## src/rtl/tmr_pkg.sv

```systemverilog
package tmr_pkg;
    localparam int CNT_W   = 8;
    localparam int PHASE_W = 16;
    localparam int DATA_W  = 32;
    localparam int ADDR_W  = 2;
    localparam int N_TMR   = 2;

    typedef enum logic {
        MODE_LOAD = 1'b0,
        MODE_RUN  = 1'b1
    } tmr_mode_e;

    typedef enum logic [1:0] {
        SRC_FAST  = 2'd0,
        SRC_SLOW  = 2'd1,
        SRC_PRESC = 2'd2,
        SRC_CHAIN = 2'd3
    } tmr_src_e;

    // One 16-bit field per timer inside the control word.
    typedef struct packed {
        logic [3:0]       rsvd;
        tmr_src_e         src;
        tmr_mode_e        mode;
        logic             ack;
        logic [CNT_W-1:0] div;
    } tmr_field_t;

    typedef struct packed {
        tmr_field_t t1;
        tmr_field_t t0;
    } tmr_ctrl_t;

    localparam logic [ADDR_W-1:0] ADDR_CTRL  = 2'd0;
    localparam logic [ADDR_W-1:0] ADDR_PRESC = 2'd1;
    localparam logic [ADDR_W-1:0] ADDR_SNAP  = 2'd2;

    // Stored form of a field: the ack bit is an action, never kept.
    function automatic tmr_field_t keep_cfg(tmr_field_t f);
        tmr_field_t r;
        r      = f;
        r.ack  = 1'b0;
        r.rsvd = '0;
        return r;
    endfunction
endpackage

```

## src/rtl/tmr_presc.sv

```systemverilog
module tmr_presc
    import tmr_pkg::*;
#(
    parameter int W = PHASE_W
) (
    input  logic         clk,
    input  logic         rst,
    input  logic         base_stb,
    input  logic         load,
    input  logic [W-1:0] load_val,
    output logic [W-1:0] reload,
    output logic [W-1:0] phase,
    output logic         pulse
);
    always_ff @(posedge clk) begin
        if (rst) begin
            reload <= '0;
            phase  <= '0;
            pulse  <= 1'b0;
        end else begin
            pulse <= 1'b0;
            if (load) begin
                reload <= load_val;
                phase  <= load_val - 1'b1;
            end else if (base_stb) begin
                if (phase == '0) begin
                    phase <= reload - 1'b1;
                    pulse <= 1'b1;
                end else begin
                    phase <= phase - 1'b1;
                end
            end
        end
    end
endmodule

```

## src/rtl/tmr_unit.sv

```systemverilog
module tmr_unit
    import tmr_pkg::*;
#(
    parameter int W = CNT_W
) (
    input  logic         clk,
    input  logic         rst,
    input  tmr_field_t   cfg,
    input  logic         fast_stb,
    input  logic         slow_stb,
    input  logic         presc_stb,
    input  logic         chain_stb,
    input  logic         ack_clr,
    output logic [W-1:0] cnt,
    output logic         flag,
    output logic         wrap,
    output logic         tick
);
    logic term;

    always_comb begin
        unique case (cfg.src)
            SRC_FAST:  tick = fast_stb;
            SRC_SLOW:  tick = slow_stb;
            SRC_PRESC: tick = presc_stb;
            default:   tick = chain_stb;
        endcase
    end

    assign term = (cfg.mode == MODE_RUN) && tick && (cnt == W'(1));

    always_ff @(posedge clk) begin
        if (rst) begin
            cnt  <= '0;
            flag <= 1'b0;
            wrap <= 1'b0;
        end else begin
            wrap <= term;
            if (cfg.mode == MODE_LOAD) begin
                cnt <= cfg.div;
            end else if (tick) begin
                cnt <= term ? cfg.div : cnt - 1'b1;
            end
            if (term) begin
                flag <= 1'b1;
            end else if (ack_clr) begin
                flag <= 1'b0;
            end
        end
    end
endmodule

```

## src/rtl/dual_interval_timer.sv

```systemverilog
module dual_interval_timer
    import tmr_pkg::*;
(
    input  logic              clk,
    input  logic              rst,
    input  logic              wr_en,
    input  logic [ADDR_W-1:0] wr_addr,
    input  logic [DATA_W-1:0] wr_data,
    input  logic              rd_en,
    input  logic [ADDR_W-1:0] rd_addr,
    output logic              rd_valid,
    output logic [DATA_W-1:0] rd_data,
    input  logic              fast_stb,
    input  logic              slow_stb,
    input  logic              base_stb,
    input  logic [N_TMR-1:0]  irq_en,
    output logic [N_TMR-1:0]  irq
);
    tmr_ctrl_t                     ctrl_q;
    tmr_ctrl_t                     wr_word;
    tmr_field_t [N_TMR-1:0]        fld;
    tmr_field_t [N_TMR-1:0]        wr_fld;
    logic [N_TMR-1:0][CNT_W-1:0]   cnt_w;
    logic [N_TMR-1:0]              flag_w;
    logic [N_TMR-1:0]              wrap_w;
    logic [N_TMR-1:0]              tick_w;
    logic [N_TMR-1:0]              ack_w;
    logic                          ctrl_wr;
    logic [PHASE_W-1:0]            presc_reload;
    logic [PHASE_W-1:0]            presc_phase;
    logic                          presc_pulse;

    assign wr_word   = tmr_ctrl_t'(wr_data);
    assign ctrl_wr   = wr_en && (wr_addr == ADDR_CTRL);
    assign fld[0]    = ctrl_q.t0;
    assign fld[1]    = ctrl_q.t1;
    assign wr_fld[0] = wr_word.t0;
    assign wr_fld[1] = wr_word.t1;

    always_ff @(posedge clk) begin
        if (rst) begin
            ctrl_q <= '0;
        end else if (ctrl_wr) begin
            ctrl_q.t0 <= keep_cfg(wr_word.t0);
            ctrl_q.t1 <= keep_cfg(wr_word.t1);
        end
    end

    tmr_presc #(.W(PHASE_W)) u_presc (
        .clk      (clk),
        .rst      (rst),
        .base_stb (base_stb),
        .load     (wr_en && (wr_addr == ADDR_PRESC)),
        .load_val (wr_data[PHASE_W-1:0]),
        .reload   (presc_reload),
        .phase    (presc_phase),
        .pulse    (presc_pulse)
    );

    for (genvar i = 0; i < N_TMR; i++) begin : g_tmr
        assign ack_w[i] = ctrl_wr && wr_fld[i].ack;

        tmr_unit #(.W(CNT_W)) u_unit (
            .clk       (clk),
            .rst       (rst),
            .cfg       (fld[i]),
            .fast_stb  (fast_stb),
            .slow_stb  (slow_stb),
            .presc_stb (presc_pulse),
            .chain_stb (wrap_w[N_TMR-1-i]),
            .ack_clr   (ack_w[i]),
            .cnt       (cnt_w[i]),
            .flag      (flag_w[i]),
            .wrap      (wrap_w[i]),
            .tick      (tick_w[i])
        );
    end

    assign irq = flag_w & irq_en;

    always_ff @(posedge clk) begin
        if (rst) begin
            rd_valid <= 1'b0;
            rd_data  <= '0;
        end else begin
            rd_valid <= rd_en;
            if (rd_en) begin
                unique case (rd_addr)
                    ADDR_CTRL:  rd_data <= ctrl_q;
                    ADDR_PRESC: rd_data <= DATA_W'(presc_reload);
                    ADDR_SNAP:  rd_data <= {presc_phase, cnt_w[1], cnt_w[0]};
                    default:    rd_data <= '0;
                endcase
            end
        end
    end
endmodule

```

## config.mk

```make
export PLATFORM = sky130hd
export DESIGN_NAME = dual_interval_timer
export DESIGN_NICKNAME = d
export VERILOG_FILES = /design/src/rtl/tmr_pkg.sv /design/src/rtl/tmr_presc.sv /design/src/rtl/tmr_unit.sv /design/src/rtl/dual_interval_timer.sv
export SDC_FILE = /design/constraint.sdc
export NUM_CORES = 1
export LEC_CHECK = 0
export ABC_AREA = 1
export BUFFER_PORTS_ARGS = -buffer_cell sky130_fd_sc_hd__buf_2
export CORE_ASPECT_RATIO = 1.2
export CORE_UTILIZATION = 50
export DETAILED_ROUTE_END_ITERATION = 8
export GPL_TIMING_DRIVEN = 0
export PLACE_DENSITY = 0.71
export SYNTH_ARGS = -nofsm -noshare
export SYNTH_HDL_FRONTEND = slang
export SYNTH_SLANG_ARGS = --single-unit
```

## constraint.sdc

```tcl
create_clock -name clk -period 4.5 [get_ports clk]
set_input_delay 0.9 -clock clk [delete_from_list [all_inputs] [get_ports clk]]
set_output_delay 0.9 -clock clk [all_outputs]
set_load 0.03 [all_outputs]
```

After elaboration in Yosys (flattened, before gate mapping)
Cells that the tools add are included. W data, S select, Z words.

Reductions and logical operators: 17. Equality and inequality tests: 11. Multiplexer cells: 17. Bitwise logic cells: 2. $add $sub $neg: 5.

Operators by type and width (count): $pmux W32 S3 (1); $mux W16 (3); $mux W8 (6); $sub A16 B1 Y16 const B (3); $eq A8 B1 Y1 const B (2); $logic_not A16 Y1 (1); $sub A8 B1 Y8 const B (2); $eq A2 B1 Y1 const B (4); $logic_and A1 B1 Y1 (8); $logic_not A2 Y1 (4); $eq A2 B2 Y1 const B (3); $pmux W1 S3 (2); $reduce_bool A2 Y1 (3); $mux W1 (5); $ne A2 B1 Y1 const B (2); $reduce_or A3 Y1 (1); $and A2 B2 Y2 (1); $not A1 Y1 (1).

Logic and storage cells: 69. Output and inout port bits: 35. Flip-flop bits (word level): 108.

Longest topological paths before layout
Gate-level depths: netlist (run 1).

Word-level depth: 7. Mapped depth: 16.

Cells and area by module
From an unflattened synthesis (run 1), not the netlist that was laid out.

Cell total of the unflattened synthesis: 936. Area total of the unflattened synthesis: 6029.5 um^2.

Modules (own cells, without submodules): dual_interval_timer (area each 2391.0 um^2, cells each 350, sequential area each 1101.1 um^2, instances 1); tmr_presc (area each 2068.2 um^2, cells each 329, sequential area each 660.6 um^2, instances 1); tmr_unit (g_tmr[1].u_unit) (area each 799.5 um^2, cells each 129, sequential area each 200.2 um^2, instances 1); tmr_unit (g_tmr[0].u_unit) (area each 770.7 um^2, cells each 128, sequential area each 200.2 um^2, instances 1).

Least setup slack after synthesis (run 1)
Ideal clock, no wire load.

Path kind: input -> register. From: in wr_en. To: reg u_presc.phase[8]. Setup time: 0.114 ns. Arrival time: 2.235 ns. Path buffers: 1. Data required time: 4.386 ns. Stages: 11. Slack: 2.151 ns. Cell sequence: nand2_1 > nor2_4 > inv_2 > buf_6 > a21oi_2 > ha_1 > nand3_4 > o21ai_0 > nand2_1 > o21bai_1 > inv_1.

Longest elaborated chain between the ends: 2.

RTL lines: start, declared (line dual_interval_timer.sv:6) `input logic wr_en,`; $logic_and A1 B1 Y1 * (line dual_interval_timer.sv:53) `.load (wr_en && (wr_addr == ADDR_PRESC)),`; $mux W16 or $reduce_bool A2 Y1 (tied branches); end signal, assigned (line tmr_presc.sv:24) `phase <= load_val - 1'b1;`; end signal, assigned (line tmr_presc.sv:27) `phase <= reload - 1'b1;`; end signal, assigned (line tmr_presc.sv:30) `phase <= phase - 1'b1;`; end, declared (line tmr_presc.sv:12) `output logic [W-1:0] phase,`.

Mark *: on every way between the ends. The rest lies on a longest branch, timed or not. A chain may end at the register's enable or synchronous reset.

Worst setup path in the final report (run 1)
From: in rd_addr[1]. To: reg rd_data[14].

Longest elaborated chain between the ends: 2.

RTL lines: start, declared (line dual_interval_timer.sv:10) `input logic [ADDR_W-1:0] rd_addr,`; $eq A2 B2 Y1, or another cell as far along (line dual_interval_timer.sv:88) `unique case (rd_addr)`; $pmux W32 S3 * (line dual_interval_timer.sv:88); end signal, assigned (line dual_interval_timer.sv:89) `ADDR_CTRL: rd_data <= ctrl_q;`; end signal, assigned (line dual_interval_timer.sv:90) `ADDR_PRESC: rd_data <= DATA_W'(presc_reload);`; end signal, assigned (line dual_interval_timer.sv:91) `ADDR_SNAP: rd_data <= {presc_phase, cnt_w[1], cnt_w[0]};`; end, declared (line dual_interval_timer.sv:12) `output logic [DATA_W-1:0] rd_data,`.

Marked as above.

==> results of run 1 <==
[through the flow]
stage / std cells / utilization / hold WS (ns)
finish: 1030 / 0.602 / 0.462
global route: 1030 / 0.602 / 0.481
CTS: 1030 / 0.602 / 0.464
detailed placement: 1014 / 0.574 / 0.453
global placement: 1014 / 0.574 / 0.448
floorplan: 811 / - / 0.440
[worst max-delay path: cells and delay by family]
kind                   cells  cell delay (ns)
buffers and inverters      5             0.88
and+or+nand+nor            1             0.63
AOI/OAI and AO/OA          2             0.49
[flip-flops by register name, indices dropped and copies added, names as in the netlist]
name and flops:
u_presc.pulse 1, rd_valid 1, g_tmr.u_unit.wrap 2, ctrl_q 22, u_presc.phase 16, g_tmr.u_unit.flag 2
u_presc.reload 16, rd_data 32, g_tmr.u_unit.cnt 16
[worst max-delay path by stage]
stage / start / to / slack, ns
2_1_floorplan: wr_en / u_presc.phase[8] / 2.15
3_3_place_gp: rd_addr[1] / rd_data[15] / 1.62
3_5_place_dp: rd_addr[1] / rd_data[14] / 1.62
4_1_cts: rd_addr[1] / rd_data[14] / 1.95
5_1_grt: rd_addr[1] / rd_data[14] / 1.84
6_report: rd_addr[1] / rd_data[14] / 1.88
[power by group]
group	internal [W]	switching (W)
clock network	0.000448	0.000365
logic	0.000169	0.000362
registers	0.00101	0.0000402
total	0.00163	0.000767
[cell families after synthesis]
| kind of cell | count (synthesis) | share of synthesized area |
|---|---|---|
| and+or+nand+nor | 313 | 0.257 |
| AOI/OAI and AO/OA | 215 | 0.216 |
| buffers and inverters | 161 | 0.115 |
| DFF | 108 | 0.387 |
| xor gates and xnor gates | 9 | 0.0141 |
| adders and majority gates | 5 | 0.0112 |
[synthesized netlist by cell type]
library cell	count
o211ai_1	6
nand2_1	152
buf_2	3
o21bai_1	1
inv_2	1
nand2_2	9
nor2_4	6
o21ai_0	90
a21oi_2	3
clkbuf_1	32
buf_6	3
nand3_1	44
nor3_1	3
a31oi_1	1
inv_1	120
or2_0	2
ha_1	5
o31ai_1	3
nor3b_1	1
or2_1	2
a211oi_1	2
dfxtp_1	108
nor2_1	71
xnor2_1	3
nor4_1	3
or2_2	2
o221ai_1	20
o22ai_1	12
nand3_2	6
nand3_4	3
nand4_1	2
nor2_2	6
buf_8	1
xor2_1	6
clkinv_1	1
nand2_4	1
a21oi_1	77
[layout make-up]
cell class / count / area, um2
Clock inverter: 5 / 61.3
Tap cell: 129 / 161
Timing Repair Buffer: 74 / 370
Sequential cell: 108 / 2160
Buffer: 39 / 184
Fill cell: 1051 / 4250
Inverter: 122 / 458
Multi-Input combinational cell: 542 / 2780
Clock buffer: 11 / 243
[routing by layer]
| layer | part of all wire | vias up | routed length [um] |
|---|---|---|---|
| li1 | - | 2824 | - |
| met5 | 0 | - | 0 |
| met4 | 0.037 | 0 | 642 |
| met2 | 0.48 | 266 | 8310 |
| met3 | 0.073 | 46 | 1270 |
| met1 | 0.41 | 2639 | 7200 |
==> results.cfg, run 1 <==
[clocking]
clk_pin_slew_ns = 0.07
hold_buffers = 0
postCtsSetupBuffers = 0
clkSinkCount = 108
cts-htree-levels = 3
cts_buffers = 9
clk_latency_ns = 0.35
clockBufferDepth = 2
cts-root-buf = clkbuf_16
cts_tree = yes
cts_resized = 0

[yosys]
synth.top_cell.area_share = 0.387
synth_top_cell_by_area = dfxtp_1
synthCells = 811
yosysWarnings = 0
syn_nets = 861
synth_area_um2 = 5590
ys_seq_area_frac = 0.387
synth_cell_type_count = 37
avgSynthCellArea_um2 = 6.89
ys_seq_elements = 108
ys_top_cells_by_area = dfxtp_1 (39%), nand2_1 (10%), inv_1 (8.1%)

[finish]
drive_gt1_frac = 0.148
nets = 946
layout_common_cells = nand2_1 (152), inv_1 (120), dfxtp_1 (108)
area_growth_pct = 15.0
final_common_cell = nand2_1
diodes = 0
final_area_um2 = 6420

[timing]
final.setup.tns_ns = 0
skew_ns = 0.00893
slew_headroom = 0.444
rsz0062_at_grt = no
max_freq_ghz = 0.382
setup_viol = 0
period_share = 0.581
period_minus_slack_ns = 2.62
drv_slew = 0
final-hold-violation-count = 0
setup_slack_ns = 1.88
tightest_slew_ns = 0.831

[floorplan]
die_h_um = 118
dieArea_um2 = 11600
start_util = 0.524
core_um2 = 10700
io_pins = 80
die_w_um = 98.5
fp-row-count = 41

[worst_hold_path]
min_from = rd_data[3]
hold_end = rd_data[3]
hp-class = flip-flop to flip-flop
whs_path_depth = 2

[grt]
grt_pass1_wl_um = 27700
use_met2 = 0.501
grt_pass1_vias = 5419
grtUsageTotal = 0.306
grtUsageMet1 = 0.398
grt_overflow = 0
grt_max_degree = 18
top_usage_layer = met2
antenna_found_initial = 0
use_met3 = 0.0410

[power_and_ir_drop]
total_power_w = 0.00240
peakVddDrop_mv = 0.183
power.leakage_nw = 2.90
cellPowerDensity_nw_per_um2 = 373

[drt]
vias = 5775
firstDrtPassIters = 8
route.detailed.drc = 6
wire_per_inst_um = 16.9
antenna_left = 0
drt-initial-drc-count = 419
vias_per_cell = 5.61
wirelength_um = 17400

[setup_path]
slowest_stage = nor2_1
path_class = input pin to flip-flop
startpoint_type = input pin
cp_data_required_time_ns = 4.79
r2r_setup_slack_ns = 2.30
cp_cell_sequence = buf_2, inv_1, nor2_1, inv_1, clkbuf_1, o21ai_0, o221ai_1, inv_1
r2r_start = u_presc.phase[12]
arrival_ns = 2.90
cpMostUsedCell = inv_1
rr_worst_depth = 15
worst_r2r_endpoint = u_presc.phase[12]
cp_slowest_stage_delay_ns = 0.63
cp-end-kind = flip-flop
worstPathMaxFanout = 10

[job]
maxCapViolCount = 0

[placed_design]
placed_cell_area_um2 = 6120
place_hpwl_um = 13400
pre_cts_slack_ns = 1.62
place.gp.congestion = 0.940
io_buffers = 74

[outcome]
failed_checks = DRC
status = finished with violations
Power figures use the tool's default switching activity.
==> run 2: changes to the inputs <==
- ABC_AREA: 1 -> 0
- PLACE_DENSITY: 0.71 -> 0.74
- clock period: 4.5 -> 2.3 ns (I/O delays scaled with it)
==> run 2 against run 1 <==
  * Global-route usage up 0.39 points
  * Clock power up 100%
  * Die area down 3.2%
  * The flow now finishes without violations
  * Largest power group unchanged
  * Sequential power up 99%
  * Critical path type is now flip-flop to flip-flop
  * Register-to-register slack worse by 2.3 ns
  * Sequential share of layout area up 0.059 points
==> results.cfg, run 2 <==
[setup_path]
cp_data_required_time_ns = 2.59
worstPathMaxFanout = 10
critPathTopFamily = simple AND/OR/NAND/NOR gates
slowest_stage = or4_4
cp_cell_sequence = or4_4, nor4_4, buf_4, a41o_4, nor2b_4, nand4_2, or3b_1, a21oi_1
cp_slowest_stage_delay_ns = 0.54
cp_num_cells = 8
r2r_start = u_presc.phase[12]
startpoint_type = flip-flop
path_class = flip-flop to flip-flop
crit_buf_inv = 1
r2r_setup_slack_ns = 0.02
worstSetupStartpoint = u_presc.phase[12]
rr_worst_depth = 8
crit_end = u_presc.phase[11]
cp-end-kind = flip-flop
arrival_ns = 2.57
worst_r2r_endpoint = u_presc.phase[11]

[timing]
slew_headroom = 0.457
rsz0062_at_grt = yes
drv_slew = 0
final.setup.tns_ns = 0
fin_hold_ws_ns = 0.335
skew_ns = 0.0118
final-hold-violation-count = 0
period_minus_slack_ns = 2.28
setup_viol = 0
max_freq_ghz = 0.439
period_share = 0.991
tightest_slew_ns = 0.814

[power_and_ir_drop]
p_sw_frac = 0.303
total_power_w = 0.00459
power_frac_seq = 0.456
switchingPower_w = 0.00139
power_frac_comb = 0.190
power_frac_clock = 0.355
peakVddDrop_mv = 0.497
cellPowerDensity_nw_per_um2 = 703
power.leakage_nw = 2.48
p_int_w = 0.00319

[yosys]
yosysWarnings = 0
syn_nets = 736
synth.most_common_cell = dfxtp_1
ys_seq_area_frac = 0.400
synth_cell_type_count = 61
synth_common_cells = dfxtp_1 (108), nand2_1 (103), a21oi_1 (97)
synth_simple_gate_area_share = 0.254
synth.top_cell.area_share = 0.400
synth_edf_count = 0
synth_mux_area_frac = 0.0699
ys_seq_elements = 108
synth_flop_cell = dfxtp_1
synth_area_um2 = 5410
synth_xor_area_frac = 0.0146
synth_top_cell_by_area = dfxtp_1
synth_compound_area_frac = 0.209
synthCells = 686
synth_top_family_by_area = simple AND/OR/NAND/NOR gates
avgSynthCellArea_um2 = 7.88
synthAdderAreaFrac = 0.0116
ys_top_cells_by_area = dfxtp_1 (40%), a21oi_1 (9.0%), nand2_1 (7.2%)
async_reset_ff_frac = 0

[grt]
grt_pass1_vias = 4868
antenna_found_initial = 0
grt_overflow = 0
grt_max_degree = 19
grt_pass1_wl_um = 26700
grtUsageTotal = 0.310

[finish]
layout_common_cells = nand2_1 (103), a21oi_1 (95), dfxtp_1 (93)
drive_gt1_frac = 0.215
final_area_um2 = 6520
top_regs = rd_data: 32 flops, ctrl_q: 22 flops
regMostFlops = rd_data
nets = 830
postLayoutCoreUtil = 0.620
largest_reg_flops = 32
final_common_cell = nand2_1
fillCellCount = 928
diodes = 0
area_growth_pct = 20.6

[clocking]
clk_pin_slew_ns = 0.07
cts-htree-levels = 3
cts_buffers = 9
clockBufferDepth = 2
cts-root-buf = clkbuf_16
clkSinkCount = 108
clk_latency_ns = 0.36
cts_tree = yes

[placed_design]
placed_cell_area_um2 = 5950
place.gp.congestion = 0.920
io_buffers = 72
place_hpwl_um = 12900

[floorplan]
start_util = 0.514
die_h_um = 116
fp-row-count = 41
io_pins = 80
dieArea_um2 = 11200
core_um2 = 10500
die_w_um = 96.9

[drt]
vias = 5472
vias_per_cell = 5.99
route.detailed.drc = 0
wirelength_um = 17200
antenna_left = 0
wire_per_inst_um = 18.8
drt-initial-drc-count = 448
firstDrtPassIters = 6

[outcome]
status = complete, no violations

[worst_hold_path]
hp-class = input pin to flip-flop
whs_path_depth = 3

[job]
maxCapViolCount = 0
-- run 2: logic make-up (layout without fill, tap and decap cells) --
group           after synthesis  after routing
compound gates              187            187
xor+xnor                      9              9
fa+ha+maj                     5              5
buf+inv                      54            153
flops                       108            108
mux                          33             33
simple gates                290            290
-- run 2: layout make-up --
| class | count | area, um2 | area share |
|---|---|---|---|
| multi-input combinational | 524 | 3180 | 0.488 |
| sequential | 108 | 2200 | 0.337 |
| timing repair buffer | 85 | 462 | 0.0708 |
| clock buffer | 10 | 239 | 0.0367 |
| buffer | 44 | 178 | 0.0272 |
| tap | 129 | 161 | 0.0248 |
| clock inverter | 6 | 70.1 | 0.0107 |
| inverter | 8 | 30.0 | 0.00461 |
-- run 2: stage by stage --
stage / setup slack (ns) / std cells
2_1_floorplan: 0.00489 / 686
6_report: 0.0202 / 914
5_1_grt: -0.0621 / 914
3_3_place_gp: -0.786 / 887
3_5_place_dp: -0.818 / 887
4_1_cts: 0.00552 / 910
-- run 2: worst min path at each step --
stage / startpoint / endpoint / slack, ns
floorplan: g_tmr[0].u_unit.flag / g_tmr[0].u_unit.flag / 0.43
global placement: rd_data[28] / rd_data[28] / 0.46
detailed placement: ctrl_q[3] / ctrl_q[3] / 0.46
CTS: wr_data[16] / ctrl_q[16] / 0.33
global route: wr_data[18] / ctrl_q[18] / 0.34
finish: wr_data[18] / ctrl_q[18] / 0.34
-- run 2: power by group through the flow --
stage	Combinational [W]	Sequential (W)	Clock, W
floorplan	0.000510	0.00210	0
global placement	0.000751	0.00211	0
detailed placement	0.000762	0.00211	0
CTS	0.000816	0.00208	0.00165
global route	0.000943	0.00210	0.00170
finish	0.000870	0.00209	0.00163
-- run 2: metal layers --
metal,vias up,track usage,routed length (um)
li1,2613,-,-
met1,2542,0.397,7070
met2,276,0.510,8110
met3,41,0.0519,1380
met4,0,0.151,593
met5,-,0,0
-- run 2: timing repair --
| item | 4_1_cts | 5_1_grt |
|---|---|---|
| resized for setup | 34 | 21 |
| endpoints found under the setup margin | 17 | 24 |
| pin swaps | 9 | 8 |
| hold buffers | 0 | 0 |
| buffers inserted | 8 | 5 |
-- run 2: worst min-delay path: cells and delay by family --
family                 cells  cell delay, ns
AND/OR/NAND/NOR            1            0.04
buffers and inverters      1            0.09
AO/OA/AOI/OAI              1            0.05
==> run 3: changes to the inputs <==
--- a/config.mk
+++ b/config.mk
@@ -8,3 +8,2 @@
 export ABC_AREA = 0
-export BUFFER_PORTS_ARGS = -buffer_cell sky130_fd_sc_hd__buf_2
 export CORE_ASPECT_RATIO = 1.2
@@ -12,4 +11,6 @@
 export DETAILED_ROUTE_END_ITERATION = 8
+export DONT_BUFFER_PORTS = 1
 export GPL_TIMING_DRIVEN = 0
-export PLACE_DENSITY = 0.74
+export PLACE_DENSITY = 0.68
+export REMOVE_ABC_BUFFERS = 1
 export SYNTH_ARGS = -nofsm -noshare
--- a/constraint.sdc
+++ b/constraint.sdc
@@ -3,2 +3,2 @@
 set_output_delay 0.46 -clock clk [all_outputs]
-set_load 0.03 [all_outputs]
+set_load 0.01 [all_outputs]
==> run 3 against run 2 <==
  * Total power shrank 5.5%
  * Clock skew shrank 0.0051 ns
  * Via count shrank 6.5%
  * Final cell count shrank 11%
  * Core utilization shrank 4.2 points
  * Critical path type unchanged
  * Routed wire length shrank 7.7%
  * Sequential cell count is the same
  * The run now ends with setup timing left
  * Largest cell class unchanged
==> results.cfg, run 3 (same netlist as run 2, synthesis figures left out) <==
[finish]
drive_gt1_frac = 0.160
regMostFlops = rd_data
area_growth_pct = 12.5
top_regs = rd_data: 32 flops, ctrl_q: 22 flops
final_common_cell = nand2_1
layout_common_cells = nand2_1 (103), dfxtp_1 (94), a21oi_1 (93)
largest_reg_flops = 32
fillCellCount = 970
nets = 729
seq_area_um2 = 2190
multi_input_area_um2 = 3220
diodes = 0

[placed_design]
place_hpwl_um = 9990
pre_cts_slack_ns = -1.17
place.gp.congestion = 0.895
io_buffers = 0

[drt]
antenna_left = 0
route.detailed.drc = 0
drt-initial-drc-count = 525
wire_per_inst_um = 19.5
firstDrtPassIters = 5
vias = 5118
vias_per_cell = 6.30
wirelength_um = 15800

[grt]
antenna_found_initial = 1
grt_pass1_vias = 4716
grt_overflow = 0
grt_max_degree = 111
grtUsageTotal = 0.273
grt_pass1_wl_um = 24200

[job]
maxCapViolCount = 0

[power_and_ir_drop]
power.leakage_nw = 2.16
cellPowerDensity_nw_per_um2 = 713
total_power_w = 0.00434
peakVddDrop_mv = 0.326

[outcome]
status = finished with violations
failed_checks = setup timing

[setup_path]
rr_worst_depth = 9
worstPathMaxFanout = 8
cpMostUsedCell = buf_4
slowest_stage = or3b_4
cp_data_required_time_ns = 2.59
path_class = flip-flop to flip-flop
startpoint_type = flip-flop
arrival_ns = 2.73
worst_r2r_endpoint = u_presc.phase[11]
cp_cell_sequence = nor4_4, nand4_1, buf_4, o21ai_2, a21boi_4, buf_4, nand4_2, or3b_4, a21oi_2
r2r_setup_slack_ns = -0.14
r2r_start = u_presc.phase[12]
cp_slowest_stage_delay_ns = 0.38
cp-end-kind = flip-flop

[worst_hold_path]
whs_path_depth = 1
min_from = rst
hold_end = rd_data[25]
hp-class = input pin to flip-flop

[timing]
skew_ns = 0.00666
tightest_slew_ns = 1.01
setup_slack_ns = -0.137
rsz0062_at_grt = yes
max_freq_ghz = 0.410
period_share = 1.06
drv_slew = 0
setup_viol = 12
fin_hold_ws_ns = 0.178
final.setup.tns_ns = -0.602
slew_headroom = 0.324
period_minus_slack_ns = 2.44
final-hold-violation-count = 0

[floorplan]
die_w_um = 96.9
io_pins = 80
dieArea_um2 = 11200
die_h_um = 116
fp-row-count = 41
start_util = 0.514
core_um2 = 10500

[clocking]
cts_tree = yes
clk_latency_ns = 0.35
clk_pin_slew_ns = 0.07
cts-htree-levels = 3
hold_buffers = 0
clockBufferDepth = 2
cts_buffers = 9
cts-root-buf = clkbuf_16
clkSinkCount = 108
[run 3: worst max path at each step]
stage / startpoint / end / slack (ns)
final: u_presc.phase[12] / u_presc.phase[11] / -0.14
after global routing: u_presc.phase[12] / u_presc.phase[11] / -0.22
after CTS: u_presc.phase[2] / u_presc.phase[11] / 0.004
after detailed placement: wr_addr[1] / u_presc.phase[12] / -1.17
after global placement: wr_addr[1] / ctrl_q[23] / -1.10
after floorplan: wr_addr[1] / u_presc.phase[12] / -0.40
[run 3: metrics by stage]
step                      instance area (um2)  std cells   util
after floorplan                          5220        640      -
after global placement                   5380        769  0.511
after detailed placement                 5390        770  0.513
after CTS                                5850        794  0.557
after global routing                     6080        812  0.578
final                                    6080        812  0.578
[run 3: area by class of cell]
cell class / count / share of cell area
Clock buffer: 11 / 0.0383
Clock inverter: 4 / 0.00843
Inverter: 8 / 0.00494
Multi-Input combinational cell: 527 / 0.529
Sequential cell: 108 / 0.361
Tap cell: 129 / 0.0265
Timing Repair Buffer: 25 / 0.0321
[run 3: timing repair]
item | 4_1_cts | 5_1_grt
gates resized for setup | 32 | 26
gates cloned | 1 | 2
buffers inserted | 8 | 17
pin swaps | 5 | 27
endpoints found under the setup margin | 15 | 15
[run 3: metal layers]
metal  global-route usage  vias to the layer above  wire, um
met4                0.141                        0       549
met5                    0                        -         0
met2                0.467                      238      7960
li1                     -                     2401         -
met1                0.333                     2437      6150
met3               0.0470                       42      1180
[run 3: worst max-delay path, delay by kind of cell (launching register included)]
kind	cells	cell delay, ns
AOI/OAI and AO/OA	3	0.54
buffers and inverters	2	0.41
DFF	1	0.37
and+or+nand+nor	4	1.06
[run 3: where the power goes]
group	internal, W	leakage (nW)	total (W)	switching [W]
Combinational	0.000329	1.14	0.000722	0.000393
Clock	0.000840	0.136	0.00152	0.000679
Sequential	0.00196	0.887	0.00209	0.000134
